## src/rtl/cirq_pkg.sv

```systemverilog
package cirq_pkg;
  localparam int BANK_W   = 8;
  localparam int IDX_W    = $clog2(BANK_W);
  localparam int N_BANK   = 2;
  localparam int N_LINES  = BANK_W * N_BANK;
  localparam int FOLD_SRC = 2;
  localparam int FOLD_DST = 9;

  typedef logic [BANK_W-1:0] bank_vec_t;

  // {found, index} of the lowest set bit
  function automatic logic [IDX_W:0] lowest_set(bank_vec_t v);
    logic [IDX_W:0] r;
    r = '0;
    for (int i = BANK_W - 1; i >= 0; i--) begin
      if (v[i]) r = {1'b1, IDX_W'(i)};
    end
    return r;
  endfunction

  // vector within [base, base+BANK_W-1], no wrap past 255
  function automatic logic in_window(logic [7:0] base, logic [7:0] vec);
    logic [8:0] lo9, hi9, v9;
    lo9 = {1'b0, base};
    hi9 = lo9 + 9'(BANK_W - 1);
    v9  = {1'b0, vec};
    return (v9 >= lo9) && (v9 <= hi9);
  endfunction

  function automatic logic [7:0] make_vector(logic [7:0] base, logic [IDX_W-1:0] idx);
    return base + 8'(idx);
  endfunction
endpackage

```

## src/rtl/cirq_decode.sv

```systemverilog
module cirq_decode
  import cirq_pkg::*;
#(
  parameter int LINE_W = 5
) (
  input  logic                          clk,
  input  logic                          rst_n,
  input  logic                          raise_vld,
  input  logic [LINE_W-1:0]             raise_line,
  input  logic                          lower_vld,
  input  logic [3:0]                    lower_line,
  input  logic                          ack_vld,
  input  logic [7:0]                    ack_vec,
  input  logic [7:0]                    base_lo,
  input  logic [7:0]                    base_hi,
  output logic [N_LINES-1:0]            set_all,
  output logic [N_LINES-1:0]            clr_all,
  output logic [N_BANK-1:0][BANK_W-1:0] ack_bits,
  output logic                          raise_rej,
  output logic                          ack_rej
);
  logic raise_ok, hit_lo, hit_hi;

  assign raise_ok  = raise_vld && (int'(raise_line) < N_LINES);
  assign raise_rej = raise_vld && !raise_ok;
  assign hit_lo    = ack_vld && in_window(base_lo, ack_vec);
  assign hit_hi    = ack_vld && !hit_lo && in_window(base_hi, ack_vec);
  assign ack_rej   = ack_vld && !hit_lo && !hit_hi;

  always_comb begin
    set_all = '0;
    clr_all = '0;
    if (raise_ok) begin
      set_all[raise_line[3:0]] = 1'b1;
      if (int'(raise_line) == FOLD_SRC) set_all[FOLD_DST] = 1'b1;
    end
    if (lower_vld) clr_all[lower_line] = 1'b1;
  end

  always_comb begin
    ack_bits = '0;
    if (hit_lo) ack_bits[0][ack_vec[IDX_W-1:0]] = 1'b1;
    if (hit_hi) ack_bits[1][ack_vec[IDX_W-1:0]] = 1'b1;
  end

  assert_raise_rej_quiet_R1: assert property (@(posedge clk) disable iff (!rst_n)
    raise_rej |-> (set_all == '0));
  assert_fold_R2: assert property (@(posedge clk) disable iff (!rst_n)
    (raise_vld && int'(raise_line) == FOLD_SRC) |-> (set_all[FOLD_DST] && set_all[FOLD_SRC]));
  assert_ack_single_bank_R6: assert property (@(posedge clk) disable iff (!rst_n)
    $onehot0({|ack_bits[1], |ack_bits[0], ack_rej}));
endmodule

```

## src/rtl/cirq_bank.sv

```systemverilog
module cirq_bank
  import cirq_pkg::*;
#(
  parameter logic [BANK_W-1:0] KEEP = 8'hFF
) (
  input  logic      clk,
  input  logic      rst_n,
  input  bank_vec_t set_req,
  input  bank_vec_t clr_req,
  input  bank_vec_t ack_bit,
  input  bank_vec_t isr_clr,
  input  logic      trig_we,
  input  bank_vec_t trig_wdata,
  output bank_vec_t req_q,
  output bank_vec_t isr_q,
  output bank_vec_t trig_q
);
  bank_vec_t ack_drop;

  assign ack_drop = ack_bit & ~trig_q;

  always_ff @(posedge clk) begin
    if (!rst_n) begin
      req_q  <= '0;
      isr_q  <= '0;
      trig_q <= '0;
    end else begin
      req_q <= (req_q & ~clr_req & ~ack_drop) | set_req;
      isr_q <= (isr_q & ~isr_clr) | ack_bit;
      if (trig_we) trig_q <= trig_wdata & KEEP;
    end
  end

  assert_raise_sets_R9: assert property (@(posedge clk) disable iff (!rst_n)
    1'b1 |=> ((req_q & $past(set_req)) == $past(set_req)));
  assert_lower_clears_R3: assert property (@(posedge clk) disable iff (!rst_n)
    1'b1 |=> ((req_q & $past(clr_req & ~set_req)) == '0));
  assert_edge_drop_R7: assert property (@(posedge clk) disable iff (!rst_n)
    1'b1 |=> ((req_q & $past(ack_bit & ~trig_q & ~set_req)) == '0));
  assert_level_keep_R7: assert property (@(posedge clk) disable iff (!rst_n)
    1'b1 |=> ((req_q & $past(ack_bit & trig_q & req_q & ~clr_req))
              == $past(ack_bit & trig_q & req_q & ~clr_req)));
  assert_isr_set_R7: assert property (@(posedge clk) disable iff (!rst_n)
    1'b1 |=> ((isr_q & $past(ack_bit)) == $past(ack_bit)));
  assert_isr_clr_R10: assert property (@(posedge clk) disable iff (!rst_n)
    1'b1 |=> ((isr_q & $past(isr_clr & ~ack_bit)) == '0));
  assert_trig_keep_R8: assert property (@(posedge clk) disable iff (!rst_n)
    trig_we |=> (trig_q == ($past(trig_wdata) & KEEP)));
endmodule

```

## src/rtl/cirq_arbiter.sv

```systemverilog
module cirq_arbiter
  import cirq_pkg::*;
(
  input  logic      clk,
  input  logic      rst_n,
  input  bank_vec_t req_lo,
  input  bank_vec_t req_hi,
  input  bank_vec_t mask_lo,
  input  bank_vec_t mask_hi,
  input  logic [7:0] base_lo,
  input  logic [7:0] base_hi,
  output logic       pending,
  output logic [7:0] win_vec
);
  bank_vec_t      act_lo, act_hi;
  logic [IDX_W:0] pick_lo, pick_hi;

  assign act_lo  = req_lo & ~mask_lo;
  assign act_hi  = req_hi & ~mask_hi;
  assign pick_lo = lowest_set(act_lo);
  assign pick_hi = lowest_set(act_hi);
  assign pending = pick_lo[IDX_W] | pick_hi[IDX_W];

  always_comb begin
    if (pick_lo[IDX_W])      win_vec = make_vector(base_lo, pick_lo[IDX_W-1:0]);
    else if (pick_hi[IDX_W]) win_vec = make_vector(base_hi, pick_hi[IDX_W-1:0]);
    else                     win_vec = '0;
  end

  logic [7:0] off_lo;
  assign off_lo = win_vec - base_lo;

  assert_lo_first_R5: assert property (@(posedge clk) disable iff (!rst_n)
    (act_lo != '0) |-> (off_lo < 8'(BANK_W) && act_lo[off_lo[IDX_W-1:0]]));
  assert_idle_vec_R4: assert property (@(posedge clk) disable iff (!rst_n)
    !pending |-> (win_vec == '0 && act_lo == '0 && act_hi == '0));
endmodule

```

## src/rtl/cascade_irq_resolver.sv

```systemverilog
module cascade_irq_resolver
  import cirq_pkg::*;
#(
  parameter int          LINE_W       = 5,
  parameter logic [7:0]  TRIG_KEEP_LO = 8'hF8,
  parameter logic [7:0]  TRIG_KEEP_HI = 8'hDE
) (
  input  logic              clk,
  input  logic              rst_n,
  input  logic              raise_vld,
  input  logic [LINE_W-1:0] raise_line,
  input  logic              lower_vld,
  input  logic [3:0]        lower_line,
  input  logic              ack_vld,
  input  logic [7:0]        ack_vec,
  input  logic [7:0]        mask_lo,
  input  logic [7:0]        mask_hi,
  input  logic [7:0]        base_lo,
  input  logic [7:0]        base_hi,
  input  logic [7:0]        isr_clr_lo,
  input  logic [7:0]        isr_clr_hi,
  input  logic              trig_we_lo,
  input  logic              trig_we_hi,
  input  logic [7:0]        trig_wdata,
  output logic              pending,
  output logic [7:0]        win_vec,
  output logic              raise_rej,
  output logic              ack_rej,
  output logic [7:0]        req_lo,
  output logic [7:0]        req_hi,
  output logic [7:0]        isr_lo,
  output logic [7:0]        isr_hi,
  output logic [7:0]        trig_lo,
  output logic [7:0]        trig_hi
);
  logic [N_LINES-1:0]            set_all, clr_all;
  logic [N_BANK-1:0][BANK_W-1:0] ack_bits, isr_clr, req_b, isr_b, trig_b;
  logic [N_BANK-1:0]             trig_we;

  assign isr_clr = {isr_clr_hi, isr_clr_lo};
  assign trig_we = {trig_we_hi, trig_we_lo};

  cirq_decode #(.LINE_W(LINE_W)) u_decode (
    .clk(clk), .rst_n(rst_n),
    .raise_vld(raise_vld), .raise_line(raise_line),
    .lower_vld(lower_vld), .lower_line(lower_line),
    .ack_vld(ack_vld), .ack_vec(ack_vec),
    .base_lo(base_lo), .base_hi(base_hi),
    .set_all(set_all), .clr_all(clr_all), .ack_bits(ack_bits),
    .raise_rej(raise_rej), .ack_rej(ack_rej)
  );

  for (genvar g = 0; g < N_BANK; g++) begin : g_bank
    localparam logic [BANK_W-1:0] KEEP_G = (g == 0) ? TRIG_KEEP_LO : TRIG_KEEP_HI;
    cirq_bank #(.KEEP(KEEP_G)) u_bank (
      .clk(clk), .rst_n(rst_n),
      .set_req(set_all[g*BANK_W +: BANK_W]),
      .clr_req(clr_all[g*BANK_W +: BANK_W]),
      .ack_bit(ack_bits[g]),
      .isr_clr(isr_clr[g]),
      .trig_we(trig_we[g]),
      .trig_wdata(trig_wdata),
      .req_q(req_b[g]), .isr_q(isr_b[g]), .trig_q(trig_b[g])
    );
  end

  cirq_arbiter u_arb (
    .clk(clk), .rst_n(rst_n),
    .req_lo(req_b[0]), .req_hi(req_b[1]),
    .mask_lo(mask_lo), .mask_hi(mask_hi),
    .base_lo(base_lo), .base_hi(base_hi),
    .pending(pending), .win_vec(win_vec)
  );

  assign req_lo  = req_b[0];
  assign req_hi  = req_b[1];
  assign isr_lo  = isr_b[0];
  assign isr_hi  = isr_b[1];
  assign trig_lo = trig_b[0];
  assign trig_hi = trig_b[1];

  assert_reject_no_isr_R6: assert property (@(posedge clk) disable iff (!rst_n)
    (ack_rej && isr_clr == '0) |=> $stable({isr_hi, isr_lo}));
endmodule

```

## config.mk

```make
export PLATFORM = sky130hd
export DESIGN_NAME = cascade_irq_resolver
export DESIGN_NICKNAME = d
export VERILOG_FILES = /design/src/rtl/cirq_pkg.sv /design/src/rtl/cirq_decode.sv /design/src/rtl/cirq_bank.sv /design/src/rtl/cirq_arbiter.sv /design/src/rtl/cascade_irq_resolver.sv
export SDC_FILE = /design/constraint.sdc
export NUM_CORES = 1
export LEC_CHECK = 0
export BUFFER_PORTS_ARGS = -buffer_cell sky130_fd_sc_hd__buf_4
export CAP_MARGIN = 20
export CORE_ASPECT_RATIO = 1.5
export CORE_UTILIZATION = 43
export CTS_CLUSTER_SIZE = 12
export DETAILED_ROUTE_END_ITERATION = 6
export PLACE_DENSITY = 0.75
export SYNTH_ARGS = -nofsm -noshare
export SYNTH_HDL_FRONTEND = slang
export SYNTH_HIERARCHICAL = 1
export SYNTH_SLANG_ARGS = --single-unit
```

## constraint.sdc

```tcl
create_clock -name clk -period 3.5 [get_ports clk]
set_input_delay 0.7 -clock clk [delete_from_list [all_inputs] [get_ports clk]]
set_output_delay 0.7 -clock clk [all_outputs]
set_load 0.01 [all_outputs]
```

==> reports/qor.yml, run 1 <==
ys_seq_area_frac: 0.230
ys_warn_count: 6
r2r_slack_ns: 2.60
cts_root_buf: "clkbuf_16"
report.final.hold_viol_count: 0
pin_count: 139
worstPathMaxFanout: 3
place_hpwl_mm: 9.55
grt_first_pass_wirelength_mm: 17.7
r2r-end: "g_bank[0].u_bank/req_q[6]"
fin_tns_setup_ns: -0.0114
clk_pin_slew_ns: 0.05
maxCapViolCount: 0
ant_nets: 0
global_route.overflow_total: 0
timing.hold.ws_ns: 0.544
grt_start_max_net_pins: 44
synth_top_family_by_area: "simple AND/OR/NAND/NOR gates"
hold_start: "g_bank[1].u_bank/trig_q[2]"
flow.area_growth_from_synthesis_pct: 42.1
pwr_density_cell_nw_per_um2: 273
end_kind: "primary output"
drtPass1Iterations: 4
die_w_um: 78.2
ys_ff_latch: 43
gp_congestion: 0.911
ys_types: 60
synthAdderAreaFrac: 0.144
synth_compound_area_frac: 0.167
die_h_um: 116
startpoint_type: "primary input"
ys.flop_type: "dfxtp_1"
grtUsageTotal: 0.254
tritoncts: "built"
std_cell_rows: 41
clock_path_buffers: 2
ir_drop_v: 0.000369
antenna_cells: 0
pre_cts_ws_ns: -0.101
synth_edf_count: 0
fill_cells: 777
drive_above_1_share: 0.349
synth_xor_xnor_area_share: 0.0561
rr_worst_depth: 2
vias: 3977
cellLeakagePower_nw: 2.51
start_util: 0.446
cp_data_required_time_ns: 2.80
hp-class: "flop to flop"
setup_viol: 1
fin_ws_ns: -0.0114
die_area_um2: 9100
worstHoldEndpoint: "g_bank[1].u_bank/trig_q[2]"
fmax_ghz: 0.285
htree_levels: 2
clock_skew_ns: 0.00338
path_class: "primary input to primary output"
syn_inst: 454
io_buffers: 132
maxSlewViolCount: 0
avgSynthCellArea_um2: 8.26
hold_path_depth: 2
slew_headroom: 0.589
routed_wl_mm: 11.6
postSynth.asyncResetShare: 0
via_per_inst: 5.46
cts_hold_buf: 0
fin_nets: 742
violations: "setup timing"
cts_sinks: 43
synth_area_um2: 3750
wl_per_cell_um: 16.0
period_minus_slack_ns: 3.51
rsz0062_at_grt: "true"
antenna_found_initial: 0
drt_iter0_drc: 146
yosys.area_share.simple: 0.320
r2r-start: "g_bank[0].u_bank/req_q[6]"
final_util: 0.633
period_share: 1.00
core-area_um2: 8410
clk_latency_ns: 0.29
tightest_slew_ns: 0.612
muxShareOfSynthArea: 0.0324
status: "finished, violations left"
cts_buffers: 5
drc: 0
crit_arrival_ns: 2.81
first_global_vias: 3872
## registers in the layout, indices dropped and copies added (netlist names)
name                  cells
g_bank.u_bank/isr_q      16
g_bank.u_bank/req_q      16
g_bank.u_bank/trig_q     11
## kinds of logic after synthesis
kind of cell             count (synthesis)
other                                    2
buffers and inverters                   40
AO/OA/AOI/OAI                           86
multiplexers                            12
AND/OR/NAND/NOR                        205
adder cells (fa/ha/maj)                 42
flip-flops                              43
XOR/XNOR                                24
## metal layers
layer | vias up | share of wire | GRT usage
li1 | 1930 | - | -
met5 | - | 0 | 0
met1 | 1841 | 0.35 | 0.245
met3 | 34 | 0.057 | 0.0391
met4 | 0 | 0.046 | 0.136
met2 | 172 | 0.55 | 0.508
## worst max-delay path by stage
| stage | start | end | slack [ns] | cells after the start |
|---|---|---|---|---|
| floorplan | mask_hi[5] | win_vec[7] | 0.15 | 10 |
| global placement | mask_hi[6] | win_vec[4] | -0.04 | 13 |
| detailed placement | mask_hi[5] | win_vec[3] | -0.10 | 12 |
| CTS | mask_hi[6] | win_vec[4] | 0.004 | 13 |
| global route | mask_hi[5] | win_vec[4] | -0.11 | 13 |
| finish | mask_hi[5] | win_vec[4] | -0.01 | 13 |
## stage by stage
| step | cells | cell area, um2 | total power, W |
|---|---|---|---|
| 2_1_floorplan | 457 | 3760 | 0.000751 |
| 3_3_place_gp | 713 | 5030 | 0.000928 |
| 3_5_place_dp | 713 | 5030 | 0.000943 |
| 4_1_cts | 722 | 5220 | 0.00144 |
| 5_1_grt | 728 | 5330 | 0.00152 |
| 6_report | 728 | 5330 | 0.00145 |
## timing repair
action,in CTS,in global routing
resized for setup,6,18
buffers inserted,1,6
endpoints found under the setup margin,5,9
pin swaps,3,21
## final cells by class
class,instances,area (um2),share of cell area
Multi-Input combinational cell,374,2800,0.525
Timing Repair Buffer,170,1280,0.240
Clock buffer,8,156,0.0294
Sequential cell,43,861,0.162
Inverter,26,97.6,0.0183
Tap cell,107,134,0.0251
## power breakdown
part | total (W) | leakage [nW] | internal (W) | switching (W)
registers | 0.000512 | 0.349 | 0.000502 | 0.00000966
clock network | 0.000490 | 0.0772 | 0.000304 | 0.000187
logic | 0.000451 | 2.08 | 0.000227 | 0.000224
## critical path, stage by stage
cell	delay [ns]
buf_6	0.06
and2b_2	0.23
a31oi_1	0.15
o21ai_1	0.11
a21oi_2	0.15
nor2_2	0.05
ha_2	0.19
fa_2	0.35
a21oi_2	0.17
and2b_1	0.21
xnor2_1	0.13
o22ai_1	0.17
buf_4	0.15
## placed cells by master (no fill, tap or decap), types with 3 or more instances in the layout
| cell | instances |
|---|---|
| nand2_1 | 19 |
| xor2_1 | 5 |
| xnor2_1 | 19 |
| nand2b_1 | 13 |
| and2b_2 | 4 |
| nor4_1 | 9 |
| a21oi_2 | 3 |
| inv_1 | 25 |
| clkbuf_16 | 5 |
| nand4_1 | 8 |
| a21oi_1 | 14 |
| o21ai_0 | 6 |
| nor2b_1 | 45 |
| ha_1 | 37 |
| nand3_1 | 3 |
| ha_2 | 3 |
| nor2_1 | 42 |
| o21a_1 | 28 |
| mux2i_1 | 11 |
| a31oi_1 | 3 |
| conb_1 | 5 |
| nor3b_1 | 12 |
| nor3_1 | 19 |
| o22ai_1 | 8 |
| a21o_1 | 4 |
| buf_4 | 169 |
| dfxtp_1 | 43 |
## synth_stat cells (all sizes together), types with 2 or more instances
cell type   n  share of area
a211oi      2         0.0040
a21o        4         0.0080
clkbuf      3         0.0033
xnor2      19          0.044
nor4       10          0.021
conb        2         0.0020
fa          2          0.011
mux2i      11          0.029
nand2      20          0.022
dfxtp      43           0.23
xor2        5          0.012
o2111ai     2         0.0047
nor2       44          0.044
and3        2         0.0033
or2b        2         0.0040
o22ai       8          0.013
nor3b      12          0.024
ha         40           0.13
o221ai      3         0.0087
nand4       8          0.013
a31oi       4         0.0067
buf        11          0.019
o21ai       8          0.011
or3         3         0.0050
nand2b     15          0.026
o211ai      2         0.0040
inv        26          0.026
nor3       22          0.031
a22oi       2         0.0053
nand3       4         0.0053
and2b       6          0.014
nor2b      48          0.084
a21oi      17          0.023
o21a       28          0.056
nand3b      2         0.0040
Power figures use the tool's default switching activity.
==> run 2: changes to the inputs <==
--- a/config.mk
+++ b/config.mk
@@ -8,10 +8,10 @@
 export BUFFER_PORTS_ARGS = -buffer_cell sky130_fd_sc_hd__buf_4
 export CAP_MARGIN = 20
 export CORE_ASPECT_RATIO = 1.5
-export CORE_UTILIZATION = 43
+export CORE_UTILIZATION = 26
 export CTS_CLUSTER_SIZE = 12
 export DETAILED_ROUTE_END_ITERATION = 6
-export PLACE_DENSITY = 0.75
+export PLACE_DENSITY = 0.52
 export SYNTH_ARGS = -nofsm -noshare
 export SYNTH_HDL_FRONTEND = slang
 export SYNTH_HIERARCHICAL = 1
==> run 2 against run 1 <==
Compared with the run above:
- the run now ends clean
- global-route usage decreased by 8.5 points
- first-iteration DRC count decreased by 48%
- clock skew about the same
- core utilization decreased by 23 points
- via count decreased by 2.1%
- highest routed layer unchanged
==> reports/qor.yml, run 2 (same netlist as run 1, synthesis figures left out) <==
status: "complete, no violations"
slowest_delay_ns: 0.35
hp-class: "flop to flop"
crit_arrival_ns: 2.78
drive_above_1_share: 0.379
worstPathMaxFanout: 3
start_util: 0.267
startpoint_type: "primary input"
crit_end: "win_vec[4]"
period_minus_slack_ns: 3.48
maxCapViolCount: 0
io_buffers: 132
p_total_w: 0.00158
ir_drop_v: 0.000182
r2r-end: "g_bank[1].u_bank/req_q[4]"
htree_levels: 2
cts_hold_buf: 0
path_class: "primary input to primary output"
clk_pin_slew_ns: 0.06
first_global_vias: 3846
end_kind: "primary output"
setup_viol: 0
gp_congestion: 0.847
tritoncts: "built"
grt_start_max_net_pins: 44
global_route.overflow_total: 0
place_hpwl_mm: 10.9
clock_skew_ns: 0.00332
postPlaceCellArea_um2: 5270
drt_iter0_drc: 76
die_h_um: 149
fin_tns_setup_ns: 0
fmax_ghz: 0.287
hold_start: "g_bank[0].u_bank/trig_q[5]"
grt_first_pass_wirelength_mm: 19.4
cts_buffers: 5
die_w_um: 100
cp_cell_sequence: "buf_6 > and2b_2 > a31oi_2 > o21ai_1 > a21oi_1 > nor2_1 > ha_2 > fa_2 > a21oi_2 > and2b_1 > xnor2_1 > o22ai_1 > buf_4"
die_area_um2: 14900
drc: 0
drtPass1Iterations: 4
cts_root_buf: "clkbuf_16"
pwr_density_cell_nw_per_um2: 280
antenna_found_initial: 0
clk_latency_ns: 0.28
reg_top3: "g_bank.u_bank/isr_q x16, g_bank.u_bank/req_q x16, g_bank.u_bank/trig_q x11"
rr_worst_depth: 3
rsz0062_at_grt: "true"
via_per_inst: 4.69
maxSlewViolCount: 0
critPathSlowestCell: "fa_2"
setup.worst_path.start: "mask_hi[5]"
cts_sinks: 43
period_share: 0.995
clock_path_buffers: 2
r2r-start: "g_bank[1].u_bank/req_q[4]"
mostFrequentLayoutCells: "187 x buf_4, 45 x nor2b_1, 43 x nor2_1, 43 x dfxtp_1, 37 x ha_1"
flow.area_growth_from_synthesis_pct: 50.5
grtUsageTotal: 0.169
report.final.hold_viol_count: 0
std_cell_rows: 53
antenna_cells: 0
fin_cells: 831
tightest_slew_ns: 0.502
slew_headroom: 0.665
fin_area_um2: 5640
vias: 3894
r2r_slack_ns: 2.63
pin_count: 139
wl_per_cell_um: 15.5
routed_wl_mm: 12.9
ant_nets: 0
core-area_um2: 14100
dpl.cell_count: 816
cp_data_required_time_ns: 2.80
final_common_cell: "buf_4"
cellLeakagePower_nw: 2.61
fin_nets: 760
-- run 2: cell type report --
class | instances | area [um2]
timing repair buffer | 188 | 1420
inverter | 26 | 97.6
clock buffer | 6 | 129
sequential | 43 | 861
tap | 192 | 240
fill | 1485 | 8420
clock inverter | 2 | 60.1
multi-input combinational | 374 | 2840
-- run 2: how the worst min path moves through the flow --
stage	slack, ns	to	cells past startpoint
detailed placement	0.54	g_bank[0].u_bank/trig_q[5]	2
global placement	0.53	g_bank[1].u_bank/trig_q[4]	2
global route	0.57	g_bank[0].u_bank/trig_q[5]	2
CTS	0.54	g_bank[0].u_bank/trig_q[5]	2
finish	0.54	g_bank[0].u_bank/trig_q[5]	2
floorplan	0.54	g_bank[0].u_bank/req_q[2]	2
-- run 2: metrics by stage --
step                worst slack [ns]  utilization  hold slack [ns]
finish                        0.0162        0.401            0.542
global route                 -0.0934        0.401            0.573
CTS                         0.000429        0.392            0.542
detailed placement            -0.227        0.375            0.538
global placement              -0.177        0.375            0.532
floorplan                      0.147            -            0.542
-- run 2: layer usage --
layer,share of wire,up-vias,track usage,wire (um)
li1,-,1961,-,-
met1,0.38,1808,0.182,4870
met2,0.54,107,0.327,6960
met3,0.048,18,0.0253,623
met4,0.032,0,0.0616,416
met5,0,-,0,0
-- run 2: critical path: cells and delay by family --
kind            cells  cell delay [ns]
fa+ha+maj           2             0.55
buf+inv             2             0.22
simple gates        3             0.51
xor+xnor            1             0.18
compound gates      5             0.62
-- run 2: timing repair --
item,CTS,global route
buffers inserted,2,5
resized for setup,10,20
setup endpoints to repair,6,14
pin swaps,6,24
-- run 2: power by group --
| group | internal [W] | switching [W] | leakage [nW] |
|---|---|---|---|
| Sequential | 0.000502 | 0.0000107 | 0.349 |
| Combinational | 0.000232 | 0.000230 | 2.17 |
| Clock | 0.000409 | 0.000193 | 0.0911 |
| Total | 0.00114 | 0.000434 | 2.61 |
==> run 3: changes to the inputs <==
--- a/config.mk
+++ b/config.mk
@@ -8,6 +8,7 @@
 export BUFFER_PORTS_ARGS = -buffer_cell sky130_fd_sc_hd__buf_4
 export CAP_MARGIN = 20
 export CORE_ASPECT_RATIO = 1.5
+export CORE_MARGIN = 3
 export CORE_UTILIZATION = 26
 export CTS_CLUSTER_SIZE = 12
 export DETAILED_ROUTE_END_ITERATION = 6
==> constraint.sdc (replaced) <==
create_clock -name clk -period 3.9 [get_ports clk]
set_input_delay 0.78 -clock clk [delete_from_list [all_inputs] [get_ports clk]]
set_output_delay 0.78 -clock clk [all_outputs]
set_load 0.01 [all_outputs]
==> run 3 against run 2 <==
Compared with the run above:
- clock power fell by 19%
- clock-buffer cell count did not move
- wire length fell by 1.1%
- sequential power fell by 10%
- flip-flop and latch count did not move
- combinational power fell by 18%
- worst setup slack improved by 0.10 ns
- register-to-register slack improved by 0.41 ns
- largest power group unchanged
- highest routed layer unchanged
==> reports/qor.yml, run 3 (same netlist as run 1, synthesis figures left out) <==
status: "complete, no violations"
tightest_slew_ns: 0.492
crit_buf_inv: 3
grtUsageTotal: 0.158
period_minus_slack_ns: 3.78
crit_end: "ack_rej"
die_h_um: 153
rr_worst_depth: 2
die_area_um2: 15900
maxSlewViolCount: 0
cts_setup_buffers: 0
drt_iter0_drc: 119
tritoncts: "built"
critPathSlowestCell: "ha_1"
antenna_cells: 0
end_kind: "primary output"
cp_data_required_time_ns: 3.12
hold_path_depth: 2
p_total_w: 0.00133
slew_headroom: 0.669
std_cell_rows: 53
htree_levels: 2
clk_latency_ns: 0.28
pre_cts_ws_ns: 0.00657
fin_ws_ns: 0.120
cp.depth: 13
startpoint_type: "primary input"
crit_arrival_ns: 3.00
grt_first_pass_wirelength_mm: 20.2
cellLeakagePower_nw: 2.37
place_hpwl_mm: 11.1
drive_above_1_share: 0.300
postPlaceCellArea_um2: 4990
r2r-end: "g_bank[0].u_bank/req_q[6]"
wl_per_cell_um: 16.2
vias: 3744
pwr_density_cell_nw_per_um2: 256
routed_wl_mm: 12.7
fin_nets: 715
fin_tns_setup_ns: 0
r2r_slack_ns: 3.04
report.final.hold_viol_count: 0
first_global_vias: 3915
mostFrequentLayoutCells: "143 x buf_4, 45 x nor2b_1, 44 x nor2_1, 43 x dfxtp_1, 40 x ha_1"
setup_viol: 0
die_w_um: 104
fin_area_um2: 5190
maxCapViolCount: 0
fill_cells: 1477
clock_skew_ns: 0.00245
pin_count: 139
rsz0062_at_grt: "true"
cts_buffers: 5
period_share: 0.969
fmax_ghz: 0.265
ctsResizeCount: 1
core-area_um2: 14100
drtPass1Iterations: 7
global_route.overflow_total: 0
drc: 0
start_util: 0.267
io_buffers: 132
hp-class: "flop to flop"
grt_start_max_net_pins: 44
final_common_cell: "buf_4"
ant_nets: 0
antenna_found_initial: 0
worstPathMaxFanout: 4
cts_hold_buf: 0
path_class: "primary input to primary output"
cts_root_buf: "clkbuf_16"
gp_congestion: 0.843
clk_pin_slew_ns: 0.06
via_per_inst: 4.76
flow.area_growth_from_synthesis_pct: 38.4
cpLargestDelayFamily: "compound AO/OA/AOI/OAI gates"
cp_cell_sequence: "buf_4 > inv_1 > ha_1 > nand2b_2 > nand4_1 > xnor2_1 > ha_1 > a22oi_2 > o211ai_1 > a31oi_1 > o221ai_2 > and3_1 > buf_4"
ir_drop_v: 0.000190
cts_sinks: 43
slowest_delay_ns: 0.32
r2r-start: "g_bank[0].u_bank/req_q[6]"
clock_path_buffers: 2
setup.worst_path.start: "base_hi[1]"
reg_top3: "g_bank.u_bank/isr_q x16, g_bank.u_bank/req_q x16, g_bank.u_bank/trig_q x11"
run 3: cell count changes in the layout (fill, tap and decap cells not counted), sizes merged:
cell / previous run / this run
bufinv: 2 / 1
clkinv: 0 / 1
buf: 188 / 143
run 3: worst min-delay path by stage:
stage | end | start | slack, ns
floorplan | g_bank[0].u_bank/req_q[2] | g_bank[0].u_bank/req_q[2] | 0.54
global placement | g_bank[0].u_bank/trig_q[7] | g_bank[0].u_bank/trig_q[7] | 0.52
detailed placement | g_bank[1].u_bank/trig_q[6] | g_bank[1].u_bank/trig_q[6] | 0.54
CTS | g_bank[0].u_bank/trig_q[6] | g_bank[0].u_bank/trig_q[6] | 0.55
global route | g_bank[1].u_bank/trig_q[6] | g_bank[1].u_bank/trig_q[6] | 0.56
finish | g_bank[0].u_bank/trig_q[6] | g_bank[0].u_bank/trig_q[6] | 0.54
run 3: power breakdown:
part	internal (W)	switching, W	leakage [nW]
sequential	0.000450	0.00000913	0.349
clock	0.000318	0.000170	0.0868
combinational	0.000184	0.000195	1.94
total	0.000953	0.000374	2.37
run 3: final cells by class:
class	count	area [um2]	area share
clock buffers	6	139	0.0268
clock inverters	2	35.0	0.00675
inverters	26	97.6	0.0188
multi-input cells	374	2740	0.528
flip-flops and latches	43	861	0.166
well taps	192	240	0.0463
repair buffers	143	1070	0.207
run 3: per-stage QoR:
stage	hold slack (ns)	cells	utilization
2_1_floorplan	0.542	457	-
3_3_place_gp	0.520	778	0.355
3_5_place_dp	0.538	778	0.355
4_1_cts	0.547	786	0.367
5_1_grt	0.558	786	0.369
6_report	0.544	786	0.369
run 3: tightest hold or removal path, stage by stage (launching register included):
cell,delay (ns)
dfxtp_1,0.33
mux2i_1,0.12
nor2b_1,0.05
run 3: routing by layer:
layer,part of all wire,track usage,wire [um]
met5,0,0,0
met4,0.033,0.0545,415
met3,0.055,0.0266,697
met2,0.54,0.309,6860
met1,0.37,0.169,4760
